`config.mk`:
```
export PLATFORM = sky130hd
export DESIGN_NAME = host_isa_bridge
export DESIGN_NICKNAME = d
export VERILOG_FILES = /design/src/rtl/isab_pkg.sv /design/src/rtl/isab_decode.sv /design/src/rtl/isab_regs.sv /design/src/rtl/isab_irq.sv /design/src/rtl/host_isa_bridge.sv
export SDC_FILE = /design/constraint.sdc
export NUM_CORES = 1
export LEC_CHECK = 0
export BUFFER_PORTS_ARGS = -buffer_cell sky130_fd_sc_hd__buf_2
export CAP_MARGIN = 30
export CORE_MARGIN = 8
export CORE_UTILIZATION = 45
export DETAILED_ROUTE_END_ITERATION = 6
export GPL_ROUTABILITY_DRIVEN = 0
export MAX_ROUTING_LAYER = met4
export PLACE_DENSITY = 0.8
export SLEW_MARGIN = 15
export SYNTH_ARGS = -nofsm -noshare
export SYNTH_HDL_FRONTEND = slang
export SYNTH_SLANG_ARGS = --single-unit
```
`constraint.sdc`:
```
create_clock -name clk -period 1.3 [get_ports clk]
set_input_delay 0.065 -clock clk [delete_from_list [all_inputs] [get_ports clk]]
set_output_delay 0.065 -clock clk [all_outputs]
set_load 0.01 [all_outputs]
```
`src/rtl/isab_pkg.sv`:
```
// Shared constants and types for the paged host-to-ISA bridge.
// Assumes an 8-bit register offset inside the upper half of the slot.
package isab_pkg;
    localparam logic [7:0] OFS_PAGE_LO = 8'h00;
    localparam logic [7:0] OFS_PAGE_HI = 8'h01;
    localparam logic [7:0] OFS_STAT_LO = 8'h02;
    localparam logic [7:0] OFS_STAT_HI = 8'h03;
    localparam logic [7:0] OFS_HI_BYTE = 8'h04;

    // bit positions inside the upper page register
    localparam int SBHE_BIT  = 6;
    localparam int SPACE_BIT = 7;

    // one decoded host access; at most one field is set
    typedef struct packed {
        logic card_rd;
        logic card_wr;
        logic reg_rd;
        logic reg_wr;
    } isab_access_t;
endpackage

```
`src/rtl/isab_decode.sv`:
```
// Access decoder and command strobe generator.
// Purely combinational. Assumes the host inputs are stable while phase-2
// is high, which holds for a 6502-style bus.
module isab_decode
    import isab_pkg::*;
(
    input  logic         sel_n,
    input  logic         ba,
    input  logic         phi2,
    input  logic         rw,
    input  logic         upper_half,
    input  logic         space_io,
    input  logic         legacy_ok,
    output isab_access_t acc,
    output logic         ior_n,
    output logic         iow_n,
    output logic         memr_n,
    output logic         memw_n,
    output logic         smemr_n,
    output logic         smemw_n
);
    logic live;

    // qualify the host cycle and split it into the four access kinds
    always_comb begin
        live        = !sel_n && ba && phi2;
        acc.card_rd = live && !upper_half && rw;
        acc.card_wr = live && !upper_half && !rw;
        acc.reg_rd  = live && upper_half && rw;
        acc.reg_wr  = live && upper_half && !rw;
    end

    // steer the card access to the strobe of the selected space
    always_comb begin
        ior_n   = !(acc.card_rd && space_io);
        iow_n   = !(acc.card_wr && space_io);
        memr_n  = !(acc.card_rd && !space_io);
        memw_n  = !(acc.card_wr && !space_io);
        smemr_n = memr_n || !legacy_ok;
        smemw_n = memw_n || !legacy_ok;
    end
endmodule

```
`src/rtl/isab_regs.sv`:
```
// Page registers and upper-data-byte latches.
// Registers load on any clock edge inside a qualified host cycle. Repeated
// loads within one phase-2 period store the same value.
module isab_regs
    import isab_pkg::*;
#(
    parameter int DATA_W = 8
) (
    input  logic              clk,
    input  logic              rst_n,
    input  isab_access_t      acc,
    input  logic [7:0]        offset,
    input  logic [DATA_W-1:0] wdata,
    input  logic [DATA_W-1:0] d_hi_in,
    output logic [DATA_W-1:0] page_lo,
    output logic [DATA_W-1:0] page_hi,
    output logic [DATA_W-1:0] hi_out_q,
    output logic [DATA_W-1:0] hi_in_q
);
    // host writes to the page registers and the outbound latch
    always_ff @(posedge clk) begin
        if (!rst_n) begin
            page_lo  <= '0;
            page_hi  <= '0;
            hi_out_q <= '0;
        end else if (acc.reg_wr) begin
            if (offset == OFS_PAGE_LO) page_lo  <= wdata;
            if (offset == OFS_PAGE_HI) page_hi  <= wdata;
            if (offset == OFS_HI_BYTE) hi_out_q <= wdata;
        end
    end

    // the inbound latch captures the card's upper byte during card reads only
    always_ff @(posedge clk) begin
        if (!rst_n)           hi_in_q <= '0;
        else if (acc.card_rd) hi_in_q <= d_hi_in;
    end
endmodule

```
`src/rtl/isab_irq.sv`:
```
// Interrupt sampler and merger.
// Registers the request lines once and drives a single active-low request.
// Assumes the requests are level signals that are held until serviced.
module isab_irq #(
    parameter int IRQ_N = 11
) (
    input  logic             clk,
    input  logic             rst_n,
    input  logic [IRQ_N-1:0] irq_req,
    output logic [IRQ_N-1:0] irq_q,
    output logic             irq_n
);
    // sample the lines and form the merged request
    always_ff @(posedge clk) begin
        if (!rst_n) begin
            irq_q <= '0;
            irq_n <= 1'b1;
        end else begin
            irq_q <= irq_req;
            irq_n <= ~|irq_req;
        end
    end
endmodule

```
`src/rtl/host_isa_bridge.sv`:
```
// Top of the paged host-to-ISA bridge.
// Assembles the ISA address from the page registers and the host's low
// address byte, muxes host read data and fixes reset and AEN.
// Assumes one clock domain and that the host reset is rst_n.
module host_isa_bridge
    import isab_pkg::*;
#(
    parameter int WIN_W     = 8,
    parameter int DATA_W    = 8,
    parameter int EXT_W     = 6,
    parameter int LEGACY_AW = 20,
    parameter int IRQ_N     = 11
) (
    input  logic                       clk,
    input  logic                       rst_n,
    input  logic                       host_sel_n,
    input  logic [WIN_W:0]             host_addr,
    input  logic                       host_rw,
    input  logic                       host_phi2,
    input  logic                       host_ba,
    input  logic [DATA_W-1:0]          host_wdata,
    output logic [DATA_W-1:0]          host_rdata,
    output logic                       host_irq_n,
    output logic [WIN_W+DATA_W+EXT_W-1:0] isa_addr,
    output logic                       isa_sbhe_n,
    output logic                       isa_ior_n,
    output logic                       isa_iow_n,
    output logic                       isa_memr_n,
    output logic                       isa_memw_n,
    output logic                       isa_smemr_n,
    output logic                       isa_smemw_n,
    output logic                       isa_reset_drv,
    output logic                       isa_aen,
    output logic [DATA_W-1:0]          isa_d_lo_out,
    output logic                       isa_d_lo_oe,
    input  logic [DATA_W-1:0]          isa_d_lo_in,
    output logic [DATA_W-1:0]          isa_d_hi_out,
    output logic                       isa_d_hi_oe,
    input  logic [DATA_W-1:0]          isa_d_hi_in,
    input  logic [IRQ_N-1:0]           isa_irq_req
);
    localparam int LEG_LO = LEGACY_AW - WIN_W - DATA_W;
    localparam int STAT_W = 2 * DATA_W;

    isab_access_t      acc;
    logic [DATA_W-1:0] page_lo, page_hi, hi_out_q, hi_in_q;
    logic [IRQ_N-1:0]  irq_q;
    logic [STAT_W-1:0] stat;
    logic              legacy_ok;

    // address bits 21..20 must be zero for the legacy connector
    assign legacy_ok = (page_hi[EXT_W-1:LEG_LO] == '0);

    isab_decode u_dec (
        .sel_n      (host_sel_n),
        .ba         (host_ba),
        .phi2       (host_phi2),
        .rw         (host_rw),
        .upper_half (host_addr[WIN_W]),
        .space_io   (page_hi[SPACE_BIT]),
        .legacy_ok  (legacy_ok),
        .acc        (acc),
        .ior_n      (isa_ior_n),
        .iow_n      (isa_iow_n),
        .memr_n     (isa_memr_n),
        .memw_n     (isa_memw_n),
        .smemr_n    (isa_smemr_n),
        .smemw_n    (isa_smemw_n)
    );

    isab_regs #(.DATA_W(DATA_W)) u_regs (
        .clk      (clk),
        .rst_n    (rst_n),
        .acc      (acc),
        .offset   (host_addr[7:0]),
        .wdata    (host_wdata),
        .d_hi_in  (isa_d_hi_in),
        .page_lo  (page_lo),
        .page_hi  (page_hi),
        .hi_out_q (hi_out_q),
        .hi_in_q  (hi_in_q)
    );

    isab_irq #(.IRQ_N(IRQ_N)) u_irq (
        .clk     (clk),
        .rst_n   (rst_n),
        .irq_req (isa_irq_req),
        .irq_q   (irq_q),
        .irq_n   (host_irq_n)
    );

    // fixed card-side outputs and address assembly
    always_comb begin
        isa_addr      = {page_hi[EXT_W-1:0], page_lo, host_addr[WIN_W-1:0]};
        isa_sbhe_n    = !page_hi[SBHE_BIT];
        isa_reset_drv = !rst_n;
        isa_aen       = 1'b0;
        isa_d_lo_out  = host_wdata;
        isa_d_lo_oe   = acc.card_wr;
        isa_d_hi_out  = hi_out_q;
        isa_d_hi_oe   = acc.card_wr;
        stat          = STAT_W'(irq_q);
    end

    // host read data: card byte in the swap half, registers in the upper half
    always_comb begin
        host_rdata = '0;
        if (acc.card_rd) begin
            host_rdata = isa_d_lo_in;
        end else if (acc.reg_rd) begin
            case (host_addr[7:0])
                OFS_STAT_LO: host_rdata = stat[DATA_W-1:0];
                OFS_STAT_HI: host_rdata = stat[STAT_W-1:DATA_W];
                OFS_HI_BYTE: host_rdata = hi_in_q;
                default:     host_rdata = '0;
            endcase
        end
    end
endmodule

```
==> results.cfg, run 1 <==
[power_and_ir_drop]
cellLeakagePower_nw = 1.22
p_seq_share_pct = 53.3
power_density_nw_per_um2 = 958
pwr-share-clk_pct = 34.5
irDropWorstVdd_v = 0.000666
p_sw_share_pct = 24.2
power.switching_w = 0.000625
cell_internal_pwr_w = 0.00196
power_w = 0.00259
share_comb_of_total_power_pct = 12.3

[cts]
path_clk_slew_ns = 0.08
root_buffer = clkbuf_8
cts.sink_count = 44
cts_tree = yes
numCtsBuffers = 5
clockBufferDepth = 2
htreeDepth = 2
clk_latency_ns = 0.28

[floorplan]
rows = 24
die_h_um = 83.2
coreArea_um2 = 4350
start_util_pct = 46.7
die_area_um2 = 6930
io_pins = 108
die_w_um = 83.2

[sta]
fmax_mhz = 762
rsz0062_at_grt = true
maxSlewViolCount = 0
fin_crit_sh_pct = 101
finalHoldViolations = 0
setup_viol = 3
setup_slack_ns = -0.0125
clock_skew_ns = 0
tns_ns = -0.0271
period_minus_slack_ns = 1.31
whs_ns = 0.00888

[critical_path]
required_ns = 1.24
r2r_cells = 2
crit_type = input port to output port
start_kind = input port
crit_path_end_kind = output port
cp_data_arrival_time_ns = 1.25
path_max_fanout = 3

[synthesis]
syn_nets = 279
yosysTopAreaCell = dfxtp_1
synth_cell_types = 35
synth_seq_cells = 44
syn_inst = 229
avgSynthCellArea_um2 = 8.88
synthesis.area_um2 = 2030
netlist.area_leader.share_pct = 43.3
synth-warning-count = 0
synth_top_cells_by_area = dfxtp_1, buf_4, nand3_1, nand2_1, o21ai_1
ys_seq_area_share_pct = 43.3

[final_layout]
diodes = 0
drive_gt1_share_pct = 44.3
fin_nets = 376
finalInstanceArea_um2 = 2700
area_delta_synth_final_pct = 32.8

[outcome]
outcome = finished, violations left
violations = setup timing

[placement]
numPortBuffers = 106
post-place-ws_ns = -0.0534
dp_hpwl_um = 4390
postPlaceCellArea_um2 = 2460

[global_route]
overflow = 0
grt_pass1_wl_um = 9320
groute.usage.overall_pct = 16.4
antenna_found_initial = 0
grt_max_degree = 45
grt_pass1_vias = 1922

[routing]
routedWlPerCell_um = 15.2
first_pass_iters = 4
drt_wl_total_um = 5770
routed-via-count = 1912
drt_iter0_drc = 110
drcViolationCount = 0
ant_nets = 0
drt-vias-per-instance = 5.04

[min_path]
hold_depth = 3
hp-class = input port to flip-flop

[flow_run]
drv_cap = 0
## registers in the layout (all words and copies together) (netlist names)
signal and count:
u_irq.irq_n 1, u_irq.irq_q 11, u_regs.hi_in_q 8, u_regs.hi_out_q 8, u_regs.page_hi 8, u_regs.page_lo 8
## through the flow
step / util, % / instances
6_report: 62.1 / 379
5_1_grt: 62.1 / 379
4_1_cts: 61.1 / 377
3_5_place_dp: 56.4 / 359
3_3_place_gp: 56.4 / 359
2_1_floorplan: - / 229
## final timing paths
path | endpoint | startpoint | slack (ns)
worst max register to register | u_regs.hi_in_q[7]$_SDFFE_PN0P_ | u_regs.hi_in_q[7]$_SDFFE_PN0P_ | 0.67
worst min-delay path | u_regs.hi_in_q[5]$_SDFFE_PN0P_ | isa_d_hi_in[5] | 0.009
worst max-delay path | host_rdata[1] | host_sel_n | -0.01
worst min register to register | u_regs.hi_out_q[1]$_SDFFE_PN0P_ | u_regs.hi_out_q[1]$_SDFFE_PN0P_ | 0.46
## power groups by stage
| stage | registers, W | logic, W | clock network, W |
|---|---|---|---|
| after floorplan | 0.00141 | 0.000163 | 0 |
| after global placement | 0.00141 | 0.000274 | 0 |
| after detailed placement | 0.00141 | 0.000279 | 0 |
| after CTS | 0.00138 | 0.000306 | 0.000919 |
| after global routing | 0.00138 | 0.000346 | 0.000972 |
| final | 0.00138 | 0.000317 | 0.000892 |
## cell type report
class / instances / area, um^2
clock buffer: 6 / 82.6
sequential: 44 / 881
tap: 52 / 65.1
timing repair buffer: 127 / 757
inverter: 2 / 7.51
clock inverter: 2 / 13.8
fill: 396 / 1650
multi-input combinational: 146 / 896
## Yosys cell counts
library cell  number
a21oi_1            8
a22o_1             7
a22o_2             3
a22oi_1            3
a2bb2oi_1          3
and2_1            11
and2_2             1
and2b_2            1
and3b_1            2
and4b_2            1
buf_1              2
buf_2              3
buf_4             25
buf_6              4
clkbuf_1           3
clkinv_1           1
conb_1             1
dfxtp_1           44
inv_1              1
nand2_1           32
nand2b_1           2
nand3_1           24
nand3b_1           2
nand4_1            3
nor2b_2            1
nor3_1             3
nor3_4             1
nor3b_1            3
nor3b_2            1
nor4_1             2
nor4_4             1
o21ai_1           21
o21ai_2            7
o41ai_1            1
or3_4              1
## metal layers
layer  wire [um]  part of all wire, %  track usage [%]
met3         358                  6.2             3.71
met1        2410                   42             18.5
met5           0                    0                -
met2        2920                   51             27.5
met4          83                  1.4             6.39
## logic make-up after synthesis
logic type      synth area share [%]
other cells                    0.184
buf+inv                         13.5
flops                           43.3
compound gates                  17.5
simple gates                    25.6
## worst max-delay path, stage by stage
cell,delay (ns)
buf_6,0.09
and4b_2,0.28
nand3b_1,0.14
or3_4,0.38
o21ai_1,0.14
buf_2,0.14
## cell usage in the layout (no fill, tap or decap), drive strengths merged, types with 2 or more instances in the layout
cell	n
a21oi	8
a22o	10
a22oi	3
a2bb2oi	3
and2	12
and3b	2
buf	118
clkbuf	6
clkinv	2
dfxtp	44
dlygate4sd3	9
inv	2
nand2	32
nand2b	2
nand3	24
nand3b	2
nand4	3
nor3	4
nor3b	4
nor4	3
o21ai	28
## timing repair
item                       CTS  global route
setup buffers                1             2
pin swaps                    2             3
hold buffers                 9             0
hold endpoints to repair    10             0
resized for setup            2             7
setup endpoints to repair    3             8
(Power assumes the default switching activity.)
==> inputs of run 2 (changes only) <==
Settings changed: REMOVE_ABC_BUFFERS set to 1.
==> results.cfg, run 2 (same netlist as run 1, synthesis figures left out) <==
[outcome]
outcome = finished, violations left
violations = setup timing

[routing]
ant_nets = 0
routedWlPerCell_um = 14.8
drt_iter0_drc = 141
drt-vias-per-instance = 5.09
drcViolationCount = 0
first_pass_iters = 4
drt_wl_total_um = 5620
routed-via-count = 1939

[power_and_ir_drop]
cellLeakagePower_nw = 1.21
power_density_nw_per_um2 = 932
cell_internal_pwr_w = 0.00191
share_comb_of_total_power_pct = 12.5
p_seq_share_pct = 55.0
p_sw_share_pct = 23.8
power.switching_w = 0.000598
pwr-share-clk_pct = 32.5
irDropWorstVdd_v = 0.000964

[floorplan]
coreArea_um2 = 4350
die_w_um = 83.2
die_h_um = 83.2
io_pins = 108
rows = 24
die_area_um2 = 6930
start_util_pct = 46.7

[final_layout]
fin_nets = 378
mostFrequentLayoutCells = buf_2, dfxtp_1, nand2_1
diodes = 0
drive_gt1_share_pct = 43.8
finalInstanceArea_um2 = 2690
layout_commonest_cell = buf_2
fin_util_pct = 61.8
largest_reg_flops = 11
area_delta_synth_final_pct = 32.2
top_register = u_irq.irq_q
final_cells = 381

[global_route]
grt_max_degree = 45
use_met1_pct = 17.7
grt.busiest_layer = met2
antenna_found_initial = 0
overflow = 0
grt.met2_usage_pct = 26.0
grt_pass1_vias = 1858
grt_pass1_wl_um = 9110
grtUsageMet3_pct = 5.27
groute.usage.overall_pct = 16.2

[sta]
clock_skew_ns = 0
maxSlewViolCount = 0
whs_ns = 0.0115
fin_crit_sh_pct = 104
fmax_mhz = 736
finalHoldViolations = 0
rsz0062_at_grt = true
setup_viol = 5
setup_slack_ns = -0.0579
tns_ns = -0.152
period_minus_slack_ns = 1.36

[critical_path]
cp_data_arrival_time_ns = 1.29
start_kind = input port
path_max_fanout = 3
crit_path_end_kind = output port
reg2reg_from = u_regs.hi_in_q[2]$_SDFFE_PN0P_
required_ns = 1.24
crit_type = input port to output port
crit_start = host_sel_n

[cts]
path_clk_slew_ns = 0.07
cts.sink_count = 44
numCtsBuffers = 5
clockBufferDepth = 2
clk_latency_ns = 0.28
root_buffer = clkbuf_8
cts_tree = yes
htreeDepth = 2

[placement]
postPlaceCellArea_um2 = 2460
dp_cells = 359
numPortBuffers = 106
dp_hpwl_um = 4240

[min_path]
hp-class = input port to flip-flop
hold_start = isa_irq_req[7]

[flow_run]
drv_cap = 0
[run 2: changes by cell type in the layout (fill, tap and decap cells not counted), sizes merged]
cell	change
inv	-1
dlygate4sd3	+2
clkbuf	+1
[run 2: layout make-up]
cell class / instances / area (um^2)
inverter: 2 / 7.51
timing repair buffer: 129 / 762
sequential: 44 / 881
clock buffer: 7 / 76.3
multi-input combinational: 146 / 890
clock inverter: 1 / 8.76
fill: 387 / 1660
tap: 52 / 65.1
[run 2: final timing paths]
kind              depth (start not counted)                             end  slack, ns
hold / removal                            2       u_irq.irq_q[7]$_SDFF_PN0_       0.01
setup reg to reg                          2  u_regs.hi_in_q[2]$_SDFFE_PN0P_       0.67
setup / recovery                          6                   host_rdata[0]      -0.06
hold reg to reg                           2  u_regs.page_hi[2]$_SDFFE_PN0P_       0.45
[run 2: power groups by stage]
stage / Sequential, W / Combinational [W] / Clock [W]
floorplan: 0.00141 / 0.0000811 / 0
global route: 0.00138 / 0.000342 / 0.000915
global placement: 0.00141 / 0.000273 / 0
finish: 0.00138 / 0.000313 / 0.000816
detailed placement: 0.00141 / 0.000278 / 0
CTS: 0.00138 / 0.000304 / 0.000842
[run 2: metrics by stage]
step / total power [W] / worst slack (ns)
CTS: 0.00252 / -0.0452
floorplan: 0.00149 / 0.0457
finish: 0.00251 / -0.0579
detailed placement: 0.00169 / -0.0533
global route: 0.00264 / -0.0698
global placement: 0.00168 / -0.0223
[run 2: routing by layer]
| layer | part of all wire (%) | vias to the layer above |
|---|---|---|
| met2 | 50 | 81 |
| li1 | - | 972 |
| met5 | 0 | - |
| met1 | 39 | 875 |
| met3 | 8.0 | 11 |
| met4 | 2.3 | 0 |
[run 2: timing repair]
action                                 in CTS  in global routing
gates resized for setup                     1                  2
setup endpoints to repair                   7                  8
endpoints found under the hold margin      10                  1
hold buffers                               10                  1
pin swaps                                   1                 10
buffers inserted                            0                  3
[run 2: worst max-delay path: stages]
cell      delay (ns)
buf_6           0.09
and4b_2         0.28
nand3b_1        0.15
or3_4           0.43
o21ai_1         0.12
buf_2           0.14
==> inputs of run 3 (changes only) <==
--- a/constraint.sdc
+++ b/constraint.sdc
@@ -3,2 +3,2 @@
 set_output_delay 0.065 -clock clk [all_outputs]
-set_load 0.01 [all_outputs]
+set_load 0.1 [all_outputs]
==> results.cfg, run 3 (same netlist as run 1, synthesis figures left out) <==
[sta]
period_minus_slack_ns = 1.48
clock_skew_ns = 0
maxSlewViolCount = 0
rsz0062_at_grt = true
setup_viol = 8
setup_slack_ns = -0.175
finalHoldViolations = 0
fin_crit_sh_pct = 113
tns_ns = -0.796
fmax_mhz = 678

[final_layout]
final_cells = 381
top_register = u_irq.irq_q
regArea_um2 = 881
mostFrequentLayoutCells = buf_2, dfxtp_1, nand2_1
diodes = 0
area_delta_synth_final_pct = 49.2
largest_reg_flops = 11
fin_nets = 378
layout_commonest_cell = buf_2
finalInstanceArea_um2 = 3040
fill_cells = 343
multi_input_area_um2 = 943
fin_util_pct = 69.7
drive_gt1_share_pct = 46.5

[placement]
dp_hpwl_um = 4610
dp_cells = 363
postPlaceCellArea_um2 = 2720
numPortBuffers = 106

[cts]
clk_latency_ns = 0.29
path_clk_slew_ns = 0.08
htreeDepth = 2
cts.sink_count = 44
clockBufferDepth = 2
root_buffer = clkbuf_8
numCtsBuffers = 5
cts_tree = yes

[critical_path]
crit_type = input port to output port
crit_path_end_kind = output port
r2r_cells = 2
cp_data_arrival_time_ns = 1.41
critical_path.max_stage_delay_ns = 0.42
start_kind = input port
required_ns = 1.24
path_max_fanout = 3
path_cells = buf_6, and4b_2, nand3b_1, or3_4, o21ai_4, buf_12
critPathSlowestCell = or3_4

[global_route]
groute.usage.overall_pct = 17.5
antenna_found_initial = 0
overflow = 0
grt_pass1_vias = 2036
grt_pass1_wl_um = 9920
grt_max_degree = 40

[routing]
routedWlPerCell_um = 15.9
drt_iter0_drc = 115
ant_nets = 0
drt-vias-per-instance = 5.14
highest_layer = met4
drt_wl_total_um = 6070
wl_met1_um = 2440
first_pass_iters = 4
wl_met2_um = 3070
drcViolationCount = 0
met3WireLength_um = 362
routed-via-count = 1960

[min_path]
hold_depth = 3
hp-class = input port to flip-flop

[power_and_ir_drop]
irDropWorstVdd_v = 0.000802
power_density_nw_per_um2 = 1020
cellLeakagePower_nw = 1.33

[flow_run]
drv_cap = 0

[floorplan]
start_util_pct = 46.7
io_pins = 108
coreArea_um2 = 4350
die_h_um = 83.2
rows = 24
die_area_um2 = 6930
die_w_um = 83.2

[outcome]
violations = setup timing
outcome = finished, violations left
-- run 3: cell count changes in the layout (fill, tap and decap cells not counted), sizes merged --
| cell | before | now |
|---|---|---|
| buf | 118 | 120 |
| bufinv | 0 | 1 |
| clkinv | 2 | 1 |
| dlygate4sd3 | 11 | 9 |
-- run 3: repair_timing --
action                                  CTS  global route
hold buffers                              9             0
hold endpoints to repair                  7             0
resized for setup                        14             6
pin swaps                                 6             4
cloned                                    0             0
endpoints found under the setup margin    9            10
buffers inserted                          1             0
-- run 3: worst max-delay path, delay by kind of cell --
kind	cells	cell delay (ns)
AO/OA/AOI/OAI	1	0.21
buffers and inverters	2	0.29
AND/OR/NAND/NOR	3	0.84
-- run 3: worst paths after layout --
kind	from	to	slack, ns
setup / recovery	host_sel_n	host_rdata[0]	-0.18
hold / removal	isa_d_hi_in[4]	u_regs.hi_in_q[4]$_SDFFE_PN0P_	0.01
setup reg to reg	u_regs.page_hi[7]$_SDFFE_PN0P_	u_regs.page_hi[7]$_SDFFE_PN0P_	0.65
hold reg to reg	u_regs.hi_out_q[6]$_SDFFE_PN0P_	u_regs.hi_out_q[6]$_SDFFE_PN0P_	0.46
-- run 3: layer usage --
metal	vias to the layer above	global-route usage, %
met2	82	29.2
met1	884	18.7
met4	0	9.74
met3	17	4.00
met5	-	-
li1	977	-
-- run 3: area by class of cell --
type	instances	area share, %
timing repair buffer	129	33.3
multi-input combinational	146	31.1
sequential	44	29.0
clock buffer	7	3.17
tap	52	2.14
clock inverter	1	0.989
inverter	2	0.247
-- run 3: power by group --
group / leakage, nW / switching (W) / internal (W)
Clock: 0.0645 / 0.000442 / 0.000678
Sequential: 0.358 / 0.0000100 / 0.00137
Combinational: 0.906 / 0.000421 / 0.000184
-- run 3: through the flow --
step	power, W	worst slack [ns]	hold slack [ns]
2_1_floorplan	0.00156	-5.89	0.130
3_3_place_gp	0.00196	-0.166	0.264
3_5_place_dp	0.00197	-0.224	0.291
4_1_cts	0.00312	-0.149	0.00101
5_1_grt	0.00322	-0.189	0.0156
6_report	0.00310	-0.175	0.0109
